$ cat config.mk
export PLATFORM = sky130hd
export DESIGN_NAME = asram_ctrl
export DESIGN_NICKNAME = d
export VERILOG_FILES = /design/src/rtl/asram_pkg.sv /design/src/rtl/asram_ctrl_fsm.sv /design/src/rtl/asram_datapath.sv /design/src/rtl/asram_ctrl.sv
export SDC_FILE = /design/constraint.sdc
export NUM_CORES = 1
export LEC_CHECK = 0
export ABC_AREA = 1
export BUFFER_PORTS_ARGS = -buffer_cell sky130_fd_sc_hd__buf_2
export CAP_MARGIN = 10
export CORE_MARGIN = 2
export CORE_UTILIZATION = 49
export DETAILED_ROUTE_END_ITERATION = 8
export GPL_ROUTABILITY_DRIVEN = 0
export PLACE_DENSITY = 0.83
export SLEW_MARGIN = 20
export SYNTH_ARGS = -nofsm -noshare
export SYNTH_HDL_FRONTEND = slang
export SYNTH_SLANG_ARGS = --single-unit
$ cat constraint.sdc
create_clock -name clk -period 1.8 [get_ports clk]
set_clock_uncertainty 0.2 [all_clocks]
set_input_delay 0.36 -clock clk [delete_from_list [all_inputs] [get_ports clk]]
set_output_delay 0.36 -clock clk [all_outputs]
set_load 0.03 [all_outputs]
$ cat src/rtl/asram_pkg.sv
package asram_pkg;

  typedef enum logic [2:0] {
    ST_IDLE,
    ST_READ,
    ST_WSETUP,
    ST_WPULSE,
    ST_WREC
  } ctrlState_e;

  // strobes from control to datapath
  typedef struct packed {
    logic capture;   // latch host request
    logic sample;    // latch RAM read data
    logic drive;     // data driver enable for next cycle
  } dpStrobes_t;

  function automatic int ceilCycles(int ns, int clkNs);
    int c;
    c = (ns + clkNs - 1) / clkNs;
    return (c < 1) ? 1 : c;
  endfunction

  function automatic int maxOf(int a, int b);
    return (a > b) ? a : b;
  endfunction

endpackage

$ cat src/rtl/asram_ctrl_fsm.sv
module asram_ctrl_fsm
  import asram_pkg::*;
#(
  parameter int RD_CYC    = 26,
  parameter int SETUP_CYC = 9,
  parameter int PULSE_CYC = 15,
  parameter int REC_CYC   = 1,
  parameter int CNT_W     = 5
) (
  input  logic       clk,
  input  logic       rstN,
  input  logic       reqValid,
  input  logic       reqWrite,
  output logic       reqReady,
  output logic       rspDone,
  output logic       memSelN,
  output logic       memSelP,
  output logic       memReadEnN,
  output logic       memWriteEnN,
  output dpStrobes_t strobes
);

  ctrlState_e state, stateNext;
  logic [CNT_W-1:0] cnt, cntNext;
  logic lastCycle;

  assign lastCycle = (cnt == '0);
  assign reqReady  = (state == ST_IDLE);

  always_comb begin
    stateNext = state;
    cntNext   = lastCycle ? cnt : cnt - 1'b1;
    unique case (state)
      ST_IDLE: begin
        cntNext = '0;
        if (reqValid) begin
          stateNext = reqWrite ? ST_WSETUP : ST_READ;
          cntNext   = reqWrite ? CNT_W'(SETUP_CYC - 1) : CNT_W'(RD_CYC - 1);
        end
      end
      ST_READ: if (lastCycle) stateNext = ST_IDLE;
      ST_WSETUP: if (lastCycle) begin
        stateNext = ST_WPULSE;
        cntNext   = CNT_W'(PULSE_CYC - 1);
      end
      ST_WPULSE: if (lastCycle) begin
        stateNext = ST_WREC;
        cntNext   = CNT_W'(REC_CYC - 1);
      end
      ST_WREC: if (lastCycle) stateNext = ST_IDLE;
      default: stateNext = ST_IDLE;
    endcase
  end

  always_comb begin
    strobes.capture = reqReady && reqValid;
    strobes.sample  = (state == ST_READ) && lastCycle;
    // driver on through the pulse and for the first recovery clock only
    strobes.drive   = (stateNext == ST_WPULSE) ||
                      (stateNext == ST_WREC && state == ST_WPULSE);
  end

  always_ff @(posedge clk or negedge rstN) begin
    if (!rstN) begin
      state       <= ST_IDLE;
      cnt         <= '0;
      rspDone     <= 1'b0;
      memSelN     <= 1'b1;
      memSelP     <= 1'b0;
      memReadEnN  <= 1'b1;
      memWriteEnN <= 1'b1;
    end else begin
      state       <= stateNext;
      cnt         <= cntNext;
      rspDone     <= ((state == ST_READ) || (state == ST_WREC)) && lastCycle;
      memSelN     <= (stateNext == ST_IDLE);
      memSelP     <= (stateNext != ST_IDLE);
      memReadEnN  <= (stateNext != ST_READ);
      memWriteEnN <= (stateNext != ST_WPULSE);
    end
  end

endmodule

$ cat src/rtl/asram_datapath.sv
module asram_datapath
  import asram_pkg::*;
#(
  parameter int ADDR_W = 13,
  parameter int DATA_W = 8
) (
  input  logic              clk,
  input  logic              rstN,
  input  dpStrobes_t        strobes,
  input  logic [ADDR_W-1:0] reqAddr,
  input  logic [DATA_W-1:0] reqWdata,
  input  logic [DATA_W-1:0] memDin,
  output logic [ADDR_W-1:0] memAddr,
  output logic [DATA_W-1:0] memDout,
  output logic              memDoutEn,
  output logic [DATA_W-1:0] rspData
);

  always_ff @(posedge clk or negedge rstN) begin
    if (!rstN) begin
      memAddr   <= '0;
      memDout   <= '0;
      memDoutEn <= 1'b0;
      rspData   <= '0;
    end else begin
      if (strobes.capture) begin
        memAddr <= reqAddr;
        memDout <= reqWdata;
      end
      if (strobes.sample) rspData <= memDin;
      memDoutEn <= strobes.drive;
    end
  end

endmodule

$ cat src/rtl/asram_ctrl.sv
module asram_ctrl
  import asram_pkg::*;
#(
  parameter int ADDR_W   = 13,
  parameter int DATA_W   = 8,
  parameter int CLK_NS   = 4,
  parameter int T_RC_NS  = 100,
  parameter int T_ACC_NS = 100,
  parameter int T_WC_NS  = 100,
  parameter int T_WP_NS  = 60,
  parameter int T_DW_NS  = 50,
  parameter int T_CW_NS  = 80,
  parameter int T_AW_NS  = 80,
  parameter int T_OHZ_NS = 35
) (
  input  logic              clk,
  input  logic              rstN,
  input  logic              reqValid,
  output logic              reqReady,
  input  logic              reqWrite,
  input  logic [ADDR_W-1:0] reqAddr,
  input  logic [DATA_W-1:0] reqWdata,
  output logic [DATA_W-1:0] rspData,
  output logic              rspDone,
  output logic [ADDR_W-1:0] memAddr,
  output logic              memSelN,
  output logic              memSelP,
  output logic              memReadEnN,
  output logic              memWriteEnN,
  output logic [DATA_W-1:0] memDout,
  output logic              memDoutEn,
  input  logic [DATA_W-1:0] memDin
);

  localparam int RD_CYC    = maxOf(ceilCycles(T_RC_NS, CLK_NS),
                                   ceilCycles(T_ACC_NS, CLK_NS) + 1);
  localparam int SETUP_CYC = ceilCycles(T_OHZ_NS, CLK_NS);
  localparam int PULSE_CYC = maxOf(maxOf(ceilCycles(T_WP_NS, CLK_NS),
                                         ceilCycles(T_DW_NS, CLK_NS)),
                                   maxOf(ceilCycles(T_CW_NS, CLK_NS) - SETUP_CYC,
                                         ceilCycles(T_AW_NS, CLK_NS) - SETUP_CYC));
  localparam int REC_CYC   = maxOf(1, ceilCycles(T_WC_NS, CLK_NS) - SETUP_CYC - PULSE_CYC);
  localparam int MAX_CYC   = maxOf(maxOf(RD_CYC, SETUP_CYC), maxOf(PULSE_CYC, REC_CYC));
  localparam int CNT_W     = $clog2(MAX_CYC + 1);

  dpStrobes_t strobes;

  asram_ctrl_fsm #(
    .RD_CYC(RD_CYC), .SETUP_CYC(SETUP_CYC), .PULSE_CYC(PULSE_CYC),
    .REC_CYC(REC_CYC), .CNT_W(CNT_W)
  ) u_fsm (
    .clk(clk), .rstN(rstN), .reqValid(reqValid), .reqWrite(reqWrite),
    .reqReady(reqReady), .rspDone(rspDone), .memSelN(memSelN), .memSelP(memSelP),
    .memReadEnN(memReadEnN), .memWriteEnN(memWriteEnN), .strobes(strobes)
  );

  asram_datapath #(.ADDR_W(ADDR_W), .DATA_W(DATA_W)) u_dp (
    .clk(clk), .rstN(rstN), .strobes(strobes), .reqAddr(reqAddr),
    .reqWdata(reqWdata), .memDin(memDin), .memAddr(memAddr),
    .memDout(memDout), .memDoutEn(memDoutEn), .rspData(rspData)
  );

endmodule

==> flow_results.org, run 1 <==
** Outcome
- The run finished with clean final reports.

** Floorplanning
- The die is between 60 and 70 um wide.
- The initial utilization of the core area, before any placement, comes to 0.514.
- Standard-cell rows :: 22
- Die Outline Area :: 4380 um2
- I/O pin count :: 69
- The region available for standard cell placement spans ~3700 um2.
- Vertical extent of the die :: roughly 66 um

** Synthesis
- FF+latch count, synth :: between 40 and 50
- Ranked by total cell area, the synthesized netlist is headed by dfrtp_1 (53%), nand2_1 (13%), nand3_1 (6.6%).
- Post-Synthesis Cells :: around 200
- Portion of the post-synthesis area used by sequential elements :: 0.570
- Share of synthesized cell area in full adder, half adder and majority cells :: 0.0132
- Post-Syn Nets :: ~230
- The share of synthesized area in the top cell type comes to 0.528.
- The synthesized netlist occupies a cell area of around 1900 um2.
- Of the total synthesized cell area, the portion taken by XOR and XNOR cells is 0.00925.
- Number of synthesis warnings :: 0
- Dividing the synthesized area by the synthesized cell count gives roughly 9.7 um2.
- Multiplexer fraction of the synthesized cell area :: 0
- Largest family of logic cells by synthesized area :: simple AND/OR/NAND/NOR gates
- Compound-Gate Fraction of Synth Area :: 0.0410
- Largest area contributor in the synthesized netlist :: dfrtp_1
- Counting distinct cell types in the post-synthesis netlist gives 32.
- Of the total synthesized cell area, the portion taken by AND, OR, NAND and NOR gates is 0.324.

** Worst setup path
- Critical Setup Path Class :: reg -> out
- For flop-to-flop paths, the worst setup slack is roughly 140 ps.
- For this run, the slowest stage of the critical path takes around 480 ps.
- The cell family contributing the most delay on the critical path is flip-flops.
- Count of buffer and inverter cells on the critical path :: 1
- Worst path cell trace :: nor3_4 -> buf_4
- Measured in cells, the most critical reg-to-reg path has a length of 6.
- Of all nets on the critical path, the largest fanout is 6.
- The worst register-to-register path begins at u_fsm.cnt[1].
- The slowest stage of the critical path is the dfrtp_2 cell.
- Arrival time of the worst setup path :: between 1000 and 1500 ps
- Endpoint type of the worst setup path :: output pin
- Worst r2r dst :: u_dp.rspData[5]
- The worst setup path is launched from a register.
- For the worst setup path, the data required time is 1240 ps.

** Pwr
- Sw Share :: 0.469
- Combinational Power Share :: 0.496
- The completed layout was analyzed and its total power is between 0.004 and 0.005 W.
- Internal Dissipation :: around 0.0024 W
- Power Dens Cells :: roughly 1800 nW/um2
- Seq pwr share :: 0.377
- Share of total power in the clock network :: 0.127
- VDD IR-drop max :: 0.877 mV
- Leakage power total :: approximately 1.3 nW
- The analysis attributes to net switching a power of ~0.0021 W.

** Routing
- Wires add up to between 4000 and 5000 um.
- The detail route stage leaves a number of antenna-violating nets equal to 0.
- Vias per std cell :: ~5.0
- First-iteration detailed-routing DRC count :: between 60 and 70
- Number of vias in the routed layout :: 1602
- Number of optimization iterations in the first detailed-route pass :: 4
- Average wire per standard cell :: between 10 and 15 um
- After detailed routing, the number of remaining DRC violations is 0.

** STA
- In the finished design, the share of the clock period the worst path needs comes to 0.965.
- Unrepaired setup endpoints after global routing :: no
- The worst path meets setup with approximately 64 ps of slack.
- Count of final max-slew check failures :: 0
- Worst-case headroom to the max-slew limit :: 0.714
- Maximum achievable frequency :: about 580 MHz
- Post-Route Setup TNS :: 0 ps
- Number of hold-slack violations in the final timing report :: 0
- Measured slew at the worst slew-check pin :: around 430 ps
- Minimum clock period :: 1740 ps
- Setup violations remaining at the end of the flow were counted as 0.

** CTS
- In this run the number of H-tree levels came out at 2.
- Bufs on Longest Clock Path :: 2
- CTS sink count :: 43
- For the worst-skew pair, the clock arrives at the later sink with an insertion delay of 290 ps.
- The root buffer cell chosen for the clock tree is clkbuf_8.
- TritonCTS built the clock tree.
- Clock Pin Slew Worst Setup and Hold Paths :: 70 ps
- Number of clock buffers inserted by TritonCTS :: 5

** Place
- Count of port buffers added during placement :: 68
- Detailed placement finished with a half-perimeter wire length of between 3000 and 4000 um.
- Timing analysis after detailed placement gives a worst setup slack of 136 ps.

** GRT
- Maximum number of pins on one net before global-route repair :: 27
- The initial antenna violation count is 0.
- First-pass GRT wire length :: ~7000 um
- In the global route stage, met3 resource usage came out at 0.0664.
- After global routing, the most crowded layer is met2.
- Grt ovf :: 0
- Total global routing track utilization :: 0.210
- Number of global-route vias before repair :: between 1500 and 2000
- Routing usage on met2 :: 0.341
- For met1 alone, demand over resource in global routing was 0.263.

** Finish
- The number of antenna diodes in the final layout is 0.
- Number of nets in the finished design :: 306
- Ratio of cells with drive above 1 in the final layout :: 0.382
- Relative area change from synthesis to final layout :: 27.0%
- Utilization after layout :: 0.652

** Min path
- Number of cells traversed by the worst hold path :: 3
- Worst hold path type :: in -> reg
- The worst hold path terminates at u_dp.rspData[6].
- The worst hold path begins at memDin[6].

** Run
- Max-cap violations :: 0
==> synthesized netlist by cell type, drive strengths merged <==
cell type / instances
xnor2: 2
ha: 2
o21bai: 1
or2: 1
dfrtp: 40
nand2: 74
nand3: 28
nand2b: 1
nand4: 2
buf: 5
clkbuf: 2
o211ai: 2
dfstp: 3
o21ai: 10
nor2: 9
a21oi: 1
nor3: 3
inv: 10
==> logic make-up after synthesis <==
logic type                 Yosys count
DFF                                 43
adders and majority gates            2
AOI/OAI and AO/OA                   14
xor gates and xnor gates             2
and+or+nand+nor                    118
buffers and inverters               17
==> metrics by stage <==
| step | cell area (um2) | hold WS [ps] | cells |
|---|---|---|---|
| 4_1_cts | 2410 | 62.1 | 320 |
| 6_report | 2410 | 69.3 | 320 |
| 3_5_place_dp | 2300 | 114 | 310 |
| 3_3_place_gp | 2300 | 115 | 310 |
| 2_1_floorplan | 1890 | -136 | 196 |
| 5_1_grt | 2410 | 59.3 | 320 |
==> metal layers <==
| layer | wire length (um) | vias up |
|---|---|---|
| li1 | - | 783 |
| met1 | 1810 | 746 |
| met2 | 1970 | 69 |
| met3 | 298 | 4 |
| met4 | 37 | 0 |
| met5 | 0 | - |
==> repair_timing <==
item,4_1_cts,5_1_grt
buffers inserted,1,0
endpoints found under the setup margin,1,0
resized for setup,2,0
hold buffers,1,0
hold endpoints to repair,14,0
==> worst max-delay path by stage <==
| stage | startpoint | end | slack, ps | cells past startpoint |
|---|---|---|---|---|
| final | u_fsm.state[2] | reqReady | 60 | 2 |
| after global placement | u_fsm.state[0] | u_fsm.cnt[3] | 230 | 4 |
| after CTS | u_fsm.state[2] | reqReady | 40 | 2 |
| after global routing | u_fsm.cnt[1] | u_fsm.memSelP | 2 | 7 |
| after detailed placement | u_fsm.cnt[1] | u_dp.rspData[5] | 140 | 6 |
| after floorplan | u_fsm.cnt[0] | u_fsm.cnt[0] | 140 | 6 |
==> worst reg2reg max path: cells and delay by family, from the launching register on <==
family          cells  cell delay (ps)
flops               1              400
buf+inv             2              300
fa+ha+maj           1              240
simple gates        2              220
compound gates      1              180
==> cell type report <==
cell class / instances / area, um2
clock inverters: 1 / 5.00
fillers: 326 / 1280
multi-input cells: 136 / 733
well taps: 48 / 60.1
flip-flops and latches: 43 / 1080
inverters: 10 / 40.0
clock buffers: 7 / 76.3
repair buffers: 75 / 410
==> power groups by stage <==
| stage | clock (W) | sequential, W | combinational (W) |
|---|---|---|---|
| after floorplan | 0 | 0.00233 | 0.000932 |
| after global placement | 0 | 0.00166 | 0.00215 |
| after detailed placement | 0 | 0.00167 | 0.00221 |
| after CTS | 0.000585 | 0.00167 | 0.00222 |
| after global routing | 0.000650 | 0.00171 | 0.00242 |
| final | 0.000564 | 0.00167 | 0.00220 |
==> sequential cells by signal, indices dropped and copies added, names as in the netlist <==
| register | count |
|---|---|
| u_fsm.memSelP | 1 |
| u_fsm.cnt | 5 |
| u_dp.memDout | 8 |
| u_dp.memAddr | 13 |
| u_dp.memDoutEn | 1 |
| u_fsm.rspDone | 1 |
| u_fsm.memSelN | 1 |
| u_fsm.memWriteEnN | 1 |
| u_fsm.memReadEnN | 1 |
| u_fsm.state | 3 |
| u_dp.rspData | 8 |
==> layout by cell type (no fill, tap or decap), types with 3 or more instances in the layout <==
cell,synthesis,routed
nor2_2,3,3
inv_1,7,7
nand2_2,3,3
clkbuf_8,0,5
nand2_4,3,3
buf_4,1,6
nand3_4,3,3
o21ai_0,9,9
buf_2,3,67
dfstp_2,3,3
nand2_1,68,68
dfrtp_1,40,39
nor2_1,4,4
nand3_1,25,25
No activity file was read; power rests on OpenSTA's default activity.
==> inputs of run 2 (changes only) <==
--- a/config.mk
+++ b/config.mk
@@ -13,6 +13,7 @@
 export DETAILED_ROUTE_END_ITERATION = 8
 export GPL_ROUTABILITY_DRIVEN = 0
 export PLACE_DENSITY = 0.83
+export SETUP_SLACK_MARGIN = 0.15
 export SLEW_MARGIN = 20
 export SYNTH_ARGS = -nofsm -noshare
 export SYNTH_HDL_FRONTEND = slang
==> run 2 against run 1 <==
Net effect: die area did not move; sequential share of layout area is 0.72 points lower; hold slack lost 12 ps.
==> flow_results.org, run 2 (same netlist as run 1, synthesis figures left out) <==
** Place
- Count of port buffers added during placement :: 68 (unchanged)
- Area of placed instances :: 2310 um2 (+0.11%)
- Detail Placement HPWL :: 2930 um (-6.3%)
- Post-placement setup slack :: 190 ps (+53.8 ps)

** Min path
- Worst hold path type :: in -> reg

** Finish
- The layout cell share with drive strength beyond 1 is 0.412 (+0.0301).
- The number of flip-flops under the largest register name was 13 (unchanged).
- Count of fill cells added during filler insertion :: 324 (-0.61%)
- The final instance area came to 2450 um2 (+1.9%).
- Diode count :: 0 (unchanged)
- Total area of sequential cells :: 1080 um2 (+0.23%)
- Relative area change from synthesis to final layout :: 29.4%
- The post-layout utilization of the core is 0.665 (+0.0122).
- Combined area of the multi-input logic cells :: 753 um2 (+2.7%)
- Leading cell types in the layout, fill and taps excluded :: nand2_1 (68), buf_2 (67), dfrtp_1 (37), nand3_1 (25), o21ai_0 (8)
- Largest Register :: u_dp.memAddr
- Largest registers :: u_dp.memAddr (13), u_dp.memDout (8), u_dp.rspData (8)
- Number of nets in the finished design :: 308 (+0.65%)
- Commonest non-fill, non-tap cell in the layout :: nand2_1

** Routing
- The via count normalized by instance count was 4.96 (-0.87%).
- The routed wirelength normalized by instance count was 11.8 um (-8.5%).
- Number of vias in the routed layout :: 1598 (-0.25%)
- The iteration-0 DRC count of the detailed router is 74 (+19%).
- Number of optimization iterations in the first detailed-route pass :: 4 (unchanged)
- Final wirelength :: 3800 um (-7.9%)
- The remaining antenna violation count came to 0 (unchanged).
- The residual DRC count came to 0 (unchanged).

** Floorplanning
- The core area was 3690 um2 (unchanged).
- The die height came to 66.2 um (unchanged).
- Die extent in x :: 66.2 um (unchanged)
- Initial core utilization :: 0.514 (unchanged)
- Standard-cell rows :: 22 (unchanged)
- The area enclosed by the die boundary is 4380 um2 (unchanged).
- The number of primary I/O pins came to 69 (unchanged).

** STA
- Number of failing setup endpoints in the final timing report :: 0 (unchanged)
- The upper clock frequency limit is 601 MHz (+4.4%).
- The count of final hold-check violations was 0 (unchanged).
- The headroom to the max-slew limit was 0.675 (-0.0387).
- Measured slew at the worst slew-check pin :: 487 ps (+59.5 ps)
- Minimum clock period :: 1660 ps (-73.3 ps)
- Post-route worst setup slack :: 137 ps (+73.3 ps)
- The final-layout worst hold slack is 57.5 ps (-11.9 ps).
- Setup repair after global routing could not meet its margin everywhere.
- The aggregate negative setup slack came to 0 ps (unchanged).
- Part of the cycle the worst path needs :: 0.924 (-0.0407)
- The total count of max-transition violations in the final report was 0 (unchanged).

** Worst setup path
- Critical Setup Path Class :: reg -> out
- The critical path ends at reqReady.
- WP depth :: 2 (unchanged)
- The worst setup path is launched from a register.
- Tracing the worst setup path back leads to its startpoint at u_fsm.state[2].
- The worst path required time is 1240 ps (about the same).
- Arrival time of the worst setup path :: 1100 ps (-80 ps)
- The largest stage delay on the critical path was 430 ps (-50 ps).
- Worst R2R Path Depth :: 8 (+2)
- The signal on the critical path passes through nor3_4 -> buf_6.
- Count of buffer and inverter cells on the critical path :: 1 (unchanged)
- On the critical path the largest part of the delay comes from flip-flops.
- The maximum fanout count along the critical path is 2 (-4).
- Worst r2r dst :: u_fsm.memSelP
- Endpoint type of the worst setup path :: output pin
- The slowest stage of the critical path is the dfrtp_2 cell.
- Reg2Reg Setup Slack :: 240 ps (+100 ps)
- RR Startpoint :: u_fsm.cnt[0]

** CTS
- The clock slew at the register clock pins of the worst setup and hold paths was 80 ps (about the same).
- The deepest clock path buffer count was 2 (unchanged).
- The later-pin clock latency in the skew report came to 300 ps (about the same).
- Root Buffer :: clkbuf_8
- TritonCTS built the clock tree.
- The count of clock tree sinks came to 43 (unchanged).
- H-tree levels :: 2 (unchanged)
- The TritonCTS buffer count came to 5 (unchanged).

** Pwr
- The leakage power figure came to 1.26 nW (+0.96%).
- The maximum vdd drop came to 1.01 mV (+15%).
- The power per unit of standard cell area is 1830 nW/um2 (-0.38%).

** GRT
- Number of global-route vias before repair :: 1485 (-4.1%)
- The initial antenna violation count came to 0 (unchanged).
- The pin count of the biggest net entering global routing was 23 (-15%).
- The all-layer global routing usage came to 0.201 (-0.00812).
- The global-route congestion overflow total was 0 (unchanged).
- The wire length of the first global-routing pass was 6540 um (-4.2%).

** Outcome
- The flow ran to the end, and the final reports show no timing, DRC or antenna violations.

** Run
- Max-cap violations :: 0 (unchanged)
-- run 2: cell types whose count changed in the layout (fill, tap and decap cells not counted), moves of 2 or more --
cell,change
dfrtp_1,-2
dfrtp_2,+2
inv_1,-2
inv_2,+2
-- run 2: how the worst min path moves through the flow --
stage	slack [ps]	cells past startpoint	to	startpoint
final	60	3	u_dp.rspData[5]	memDin[5]
after global routing	70	3	u_dp.rspData[5]	memDin[5]
after CTS	60	3	u_dp.rspData[5]	memDin[5]
after detailed placement	150	1	u_dp.rspData[3]	rstN
after global placement	150	1	u_dp.rspData[3]	rstN
after floorplan	-140	0	u_dp.memAddr[0]	rstN
-- run 2: worst reg2reg max path: stages (launching register included) --
cell and delay [ps]:
dfrtp_1 390, inv_2 90, ha_4 160, nand2_1 110, nor2_4 200, nand2_1 100, nand2_1 130, inv_1 50
nand2_1 60
-- run 2: area by class of cell --
cell class | instances | share of cell area
sequential | 43 | 0.442
multi-input combinational | 136 | 0.307
timing repair buffer | 77 | 0.175
clock buffer | 6 | 0.0296
tap | 48 | 0.0245
inverter | 10 | 0.0163
clock inverter | 2 | 0.00510
-- run 2: repair_timing --
| item | in CTS | in global routing |
|---|---|---|
| pin swaps | 1 | 1 |
| hold buffers | 1 | 0 |
| resized for setup | 4 | 7 |
| endpoints found under the setup margin | 1 | 34 |
| hold endpoints to repair | 18 | 0 |
| setup buffers | 3 | 0 |
-- run 2: layer usage --
| metal | up-vias | GRT usage | wire length [um] |
|---|---|---|---|
| li1 | 784 | - | - |
| met1 | 748 | 0.245 | 1630 |
| met2 | 57 | 0.319 | 1790 |
| met3 | 9 | 0.0647 | 269 |
| met4 | 0 | 0.105 | 102 |
| met5 | - | 0 | 0 |
-- run 2: per-stage QoR --
stage | cells | total power (W)
4_1_cts | 322 | 0.00449
6_report | 322 | 0.00449
5_1_grt | 322 | 0.00483
3_3_place_gp | 310 | 0.00382
2_1_floorplan | 196 | 0.00326
3_5_place_dp | 310 | 0.00386
-- run 2: where the power goes --
| part | leakage [nW] | switching (W) | internal (W) |
|---|---|---|---|
| Clock | 0.0412 | 0.000311 | 0.000271 |
| Combinational | 0.721 | 0.00154 | 0.000725 |
| Sequential | 0.500 | 0.000242 | 0.00141 |
| Total | 1.26 | 0.00209 | 0.00240 |
==> inputs of run 3 (changes only) <==
--- a/config.mk
+++ b/config.mk
@@ -5,14 +5,15 @@
 export SDC_FILE = /design/constraint.sdc
 export NUM_CORES = 1
 export LEC_CHECK = 0
-export ABC_AREA = 1
+export ABC_CLOCK_PERIOD_IN_PS = 1800
 export BUFFER_PORTS_ARGS = -buffer_cell sky130_fd_sc_hd__buf_2
 export CAP_MARGIN = 10
 export CORE_MARGIN = 2
-export CORE_UTILIZATION = 49
+export CORE_UTILIZATION = 48
 export DETAILED_ROUTE_END_ITERATION = 8
 export GPL_ROUTABILITY_DRIVEN = 0
-export PLACE_DENSITY = 0.83
+export PLACE_DENSITY = 0.82
+export RECOVER_POWER = 100
 export SETUP_SLACK_MARGIN = 0.15
 export SLEW_MARGIN = 20
 export SYNTH_ARGS = -nofsm -noshare
==> run 3 against run 2 <==
Net effect: sequential share of layout area down 4.2 points; maximum frequency down 7.4%; utilization up 7.3 points; total power up 17%; sequential power up 4%; routed wire length up 12%; hold slack better by 35 ps; non-clock buffer count up 17; design area up 10%; critical path depth up 3; clock power up 26%; area after synthesis down 3.2%.
==> flow_results.org, run 3 <==
** Synthesis
- Async set-or-reset flop fraction in the synthesized netlist :: 1.00 (unchanged)
- The sequential fraction of the synthesis area came to 0.589 (+0.0191).
- Cell types with the largest area share after synthesis :: dfrtp_1 (55%), mux2_2 (18%), dfstp_2 (4.3%)
- Number of distinct library cells after synthesis :: 35 (+9.4%)
- FF+latch count, synth :: 43 (unchanged)
- Post-Synthesis Cells :: 132 (-33%)
- Post-Synthesis Mean Instance Area :: 13.9 um2 (+44%)
- Number of synthesis warnings :: 0 (unchanged)
- The number of nets in the synthesized netlist came to 167 (-28%).
- Most frequent cell after synthesis :: dfrtp_1
- The number of enable flip-flop cells after synthesis is 0 (unchanged).
- By count the netlist is led by dfrtp_1 (40), mux2_2 (29), nor2_1 (7).
- The synthesized area was 1830 um2 (-3.2%).
- Of all cell types, the one taking the most synthesized area is dfrtp_1.
- The most used flip-flop cell after synthesis is dfrtp_1.
- Area fraction of the dominant cell type after synthesis :: 0.546 (+0.0177)

** Routing
- Final wirelength :: 4270 um (+12%)
- The via count was 1426 (-11%).
- Average wire per standard cell :: 15.5 um (+32%)
- Vias per std cell :: 5.19 (+4.5%)
- The residual DRC count came to 0 (unchanged).
- First-iteration detailed-routing DRC count :: 41 (-45%)
- Detail Route Antenna Nets :: 0 (unchanged)
- Number of optimization iterations in the first detailed-route pass :: 4 (unchanged)

** Worst setup path
- Worst path most repeated cell :: buf_6
- Setup crit end :: u_dp.memAddr[4]
- The endpoint arrival time on the critical path was 1770 ps (+670 ps).
- Worst r2r dst :: u_dp.memAddr[4]
- Worst path cell trace :: buf_6 -> nor4b_4 -> buf_6 -> clkbuf_16 -> mux2_4
- The worst setup path is of the reg -> reg kind.
- The largest stage delay on the critical path is 420 ps (about the same).
- Required time reported for the critical path endpoint :: 1770 ps (+530 ps)
- The cell count of the worst reg-to-reg path came to 5 (-3).
- Slowest cell on the critical path :: dfrtp_1
- The worst setup path is captured at a register.
- The reg2reg setup slack came to 4 ps (-240 ps).
- Kind of launch point of the worst setup path :: register
- Origin of the worst setup path :: u_fsm.state[0]
- The maximum fanout count along the critical path came to 6 (+4).
- RR Startpoint :: u_fsm.state[0]

** Finish
- Largest Register :: u_dp.memAddr
- The post-layout utilization of the core was 0.738 (+0.0730).
- Commonest non-fill, non-tap cell in the layout :: dfrtp_1
- The antenna diode count came to 0 (unchanged).
- Ratio of cells with drive above 1 in the final layout :: 0.529 (+0.116)
- Leading cell types in the layout, fill and taps excluded :: dfrtp_1 (40), clkbuf_1 (36), buf_2 (32), mux2_4 (21), buf_4 (13)
- Largest registers :: u_dp.memAddr (13), u_dp.memDout (8), u_dp.rspData (8)
- Compared with the post-synthesis result, the final layout area differs by 47.3%.
- The number of flip-flops under the largest register name was 13 (unchanged).
- The number of nets in the layout was 261 (-15%).

** STA
- The aggregate negative setup slack came to 0 ps (unchanged).
- Count of final max-slew check failures :: 0 (unchanged)
- Measured slew at the worst slew-check pin :: 527 ps (+39.6 ps)
- The headroom to the max-slew limit came to 0.649 (-0.0264).
- Part of the cycle the worst path needs :: 0.998 (+0.0741)
- Number of failing setup endpoints in the final timing report :: 0 (unchanged)
- Setup repair after global routing could not meet its margin everywhere.
- Minimum clock period :: 1800 ps (+133 ps)
- The count of final hold-check violations is 0 (unchanged).
- The upper clock frequency limit was 557 MHz (-7.4%).

** GRT
- The via count of the first global-routing pass is 1340 (-9.8%).
- The pin count of the biggest net entering global routing came to 23 (unchanged).
- Total global routing track utilization :: 0.186 (-0.0157)
- The global-route congestion overflow total came to 0 (unchanged).
- First-pass GRT wire length :: 6070 um (-7.3%)
- The initial antenna violation count was 0 (unchanged).

** Outcome
- Run status :: complete, no violations

** CTS
- Clock tree from TritonCTS :: done
- The later-pin clock latency in the skew report is 290 ps (about the same).
- Clock Pin Slew Worst Setup and Hold Paths :: 80 ps (about the same)
- The deepest clock path buffer count is 2 (unchanged).
- The deepest level of the CTS H-tree came to 2 (unchanged).
- Number of clock buffers inserted by TritonCTS :: 5 (unchanged)
- The root buffer cell chosen for the clock tree is clkbuf_8.
- CTS sink count :: 43 (unchanged)

** Floorplanning
- The area enclosed by the die boundary was 4330 um2 (-1.1%).
- The standard-cell row count is 22 (unchanged).
- The core area was 3660 um2 (-0.75%).
- Die extent in x :: 65.8 um (-0.57%)
- Vertical extent of the die :: 65.8 um (-0.57%)
- Initial core utilization :: 0.501 (-0.0129)
- I/O pin count :: 69 (unchanged)

** Place
- The count of buffers inserted at the top-level ports was 68 (unchanged).
- The final HPWL from detailed placement was 2680 um (-8.4%).

** Pwr
- The power per unit of standard cell area was 1940 nW/um2 (+5.9%).
- Leakage power total :: 1.21 nW (-4.6%)
- VDD IR-drop max :: 1.18 mV (+17%)

** Run
- The max-capacitance violation count is 0 (unchanged).

** Min path
- In this run the worst hold path is classified as in -> reg.
==> run 3: per-stage QoR <==
stage	instances	hold slack (ps)	power (W)	instance area, um2	worst slack [ps]
finish	275	92.3	0.00524	2700	3.76
global route	275	75.2	0.00555	2700	-37.4
CTS	270	83.3	0.00522	2650	25.4
detailed placement	253	47.6	0.00428	2410	-13.7
global placement	253	40.8	0.00422	2410	82.1
floorplan	132	-136	0.00359	1960	-38.4
==> run 3: cell type report <==
class                   instances  area (um2)
clock buffers                   5        68.8
clock inverters                 3        43.8
fillers                       253         961
inverters                       6        25.0
multi-input cells              76         852
flip-flops and latches         43        1080
well taps                      48        60.1
repair buffers                 94         571
==> run 3: timing repair <==
action                                 CTS  global route
gates resized for setup                 16            15
hold buffers                             1             0
setup buffers                            8             2
endpoints found under the hold margin   29             0
pin swaps                                6             8
gates cloned                             0             3
setup endpoints to repair               23            41
==> run 3: how the worst min path moves through the flow <==
stage                     depth (start not counted)      start  slack, ps               to
final                                             2  memDin[4]         90  u_dp.rspData[4]
after floorplan                                   0       rstN       -140  u_dp.memAddr[0]
after global placement                            1       rstN         40    u_fsm.memSelP
after detailed placement                          1       rstN         50    u_fsm.memSelP
after CTS                                         2  memDin[4]         80  u_dp.rspData[4]
after global routing                              2  memDin[4]         80  u_dp.rspData[4]
==> run 3: cells by family (layout without fill, tap and decap cells) <==
| logic type | count (synthesis) | after routing | share of synthesized area |
|---|---|---|---|
| DFF | 43 | 43 | 0.589 |
| muxes | 29 | 29 | 0.178 |
| buffers and inverters | 13 | 108 | 0.0369 |
| and+or+nand+nor | 22 | 22 | 0.0887 |
| xor gates and xnor gates | 3 | 3 | 0.0143 |
| adders and majority gates | 2 | 2 | 0.0136 |
| AOI/OAI and AO/OA | 20 | 20 | 0.0792 |
==> run 3: power by group <==
part	switching [W]	internal (W)	leakage, nW	total, W
sequential	0.000276	0.00144	0.510	0.00172
combinational	0.00160	0.00119	0.637	0.00279
clock	0.000318	0.000413	0.0581	0.000731
total	0.00220	0.00304	1.21	0.00524
==> run 3: layer usage <==
layer | share of wire | GRT usage | up-vias
li1 | - | - | 662
met1 | 0.43 | 0.241 | 702
met2 | 0.49 | 0.307 | 58
met3 | 0.072 | 0.0528 | 4
met4 | 0.0080 | 0.0469 | 0
met5 | 0 | 0 | -
==> run 3: worst max-delay path: cells and delay by family (launching register included) <==
kind	cells	cell delay (ps)
buf+inv	3	470
flops	1	420
simple gates	1	270
mux	1	310
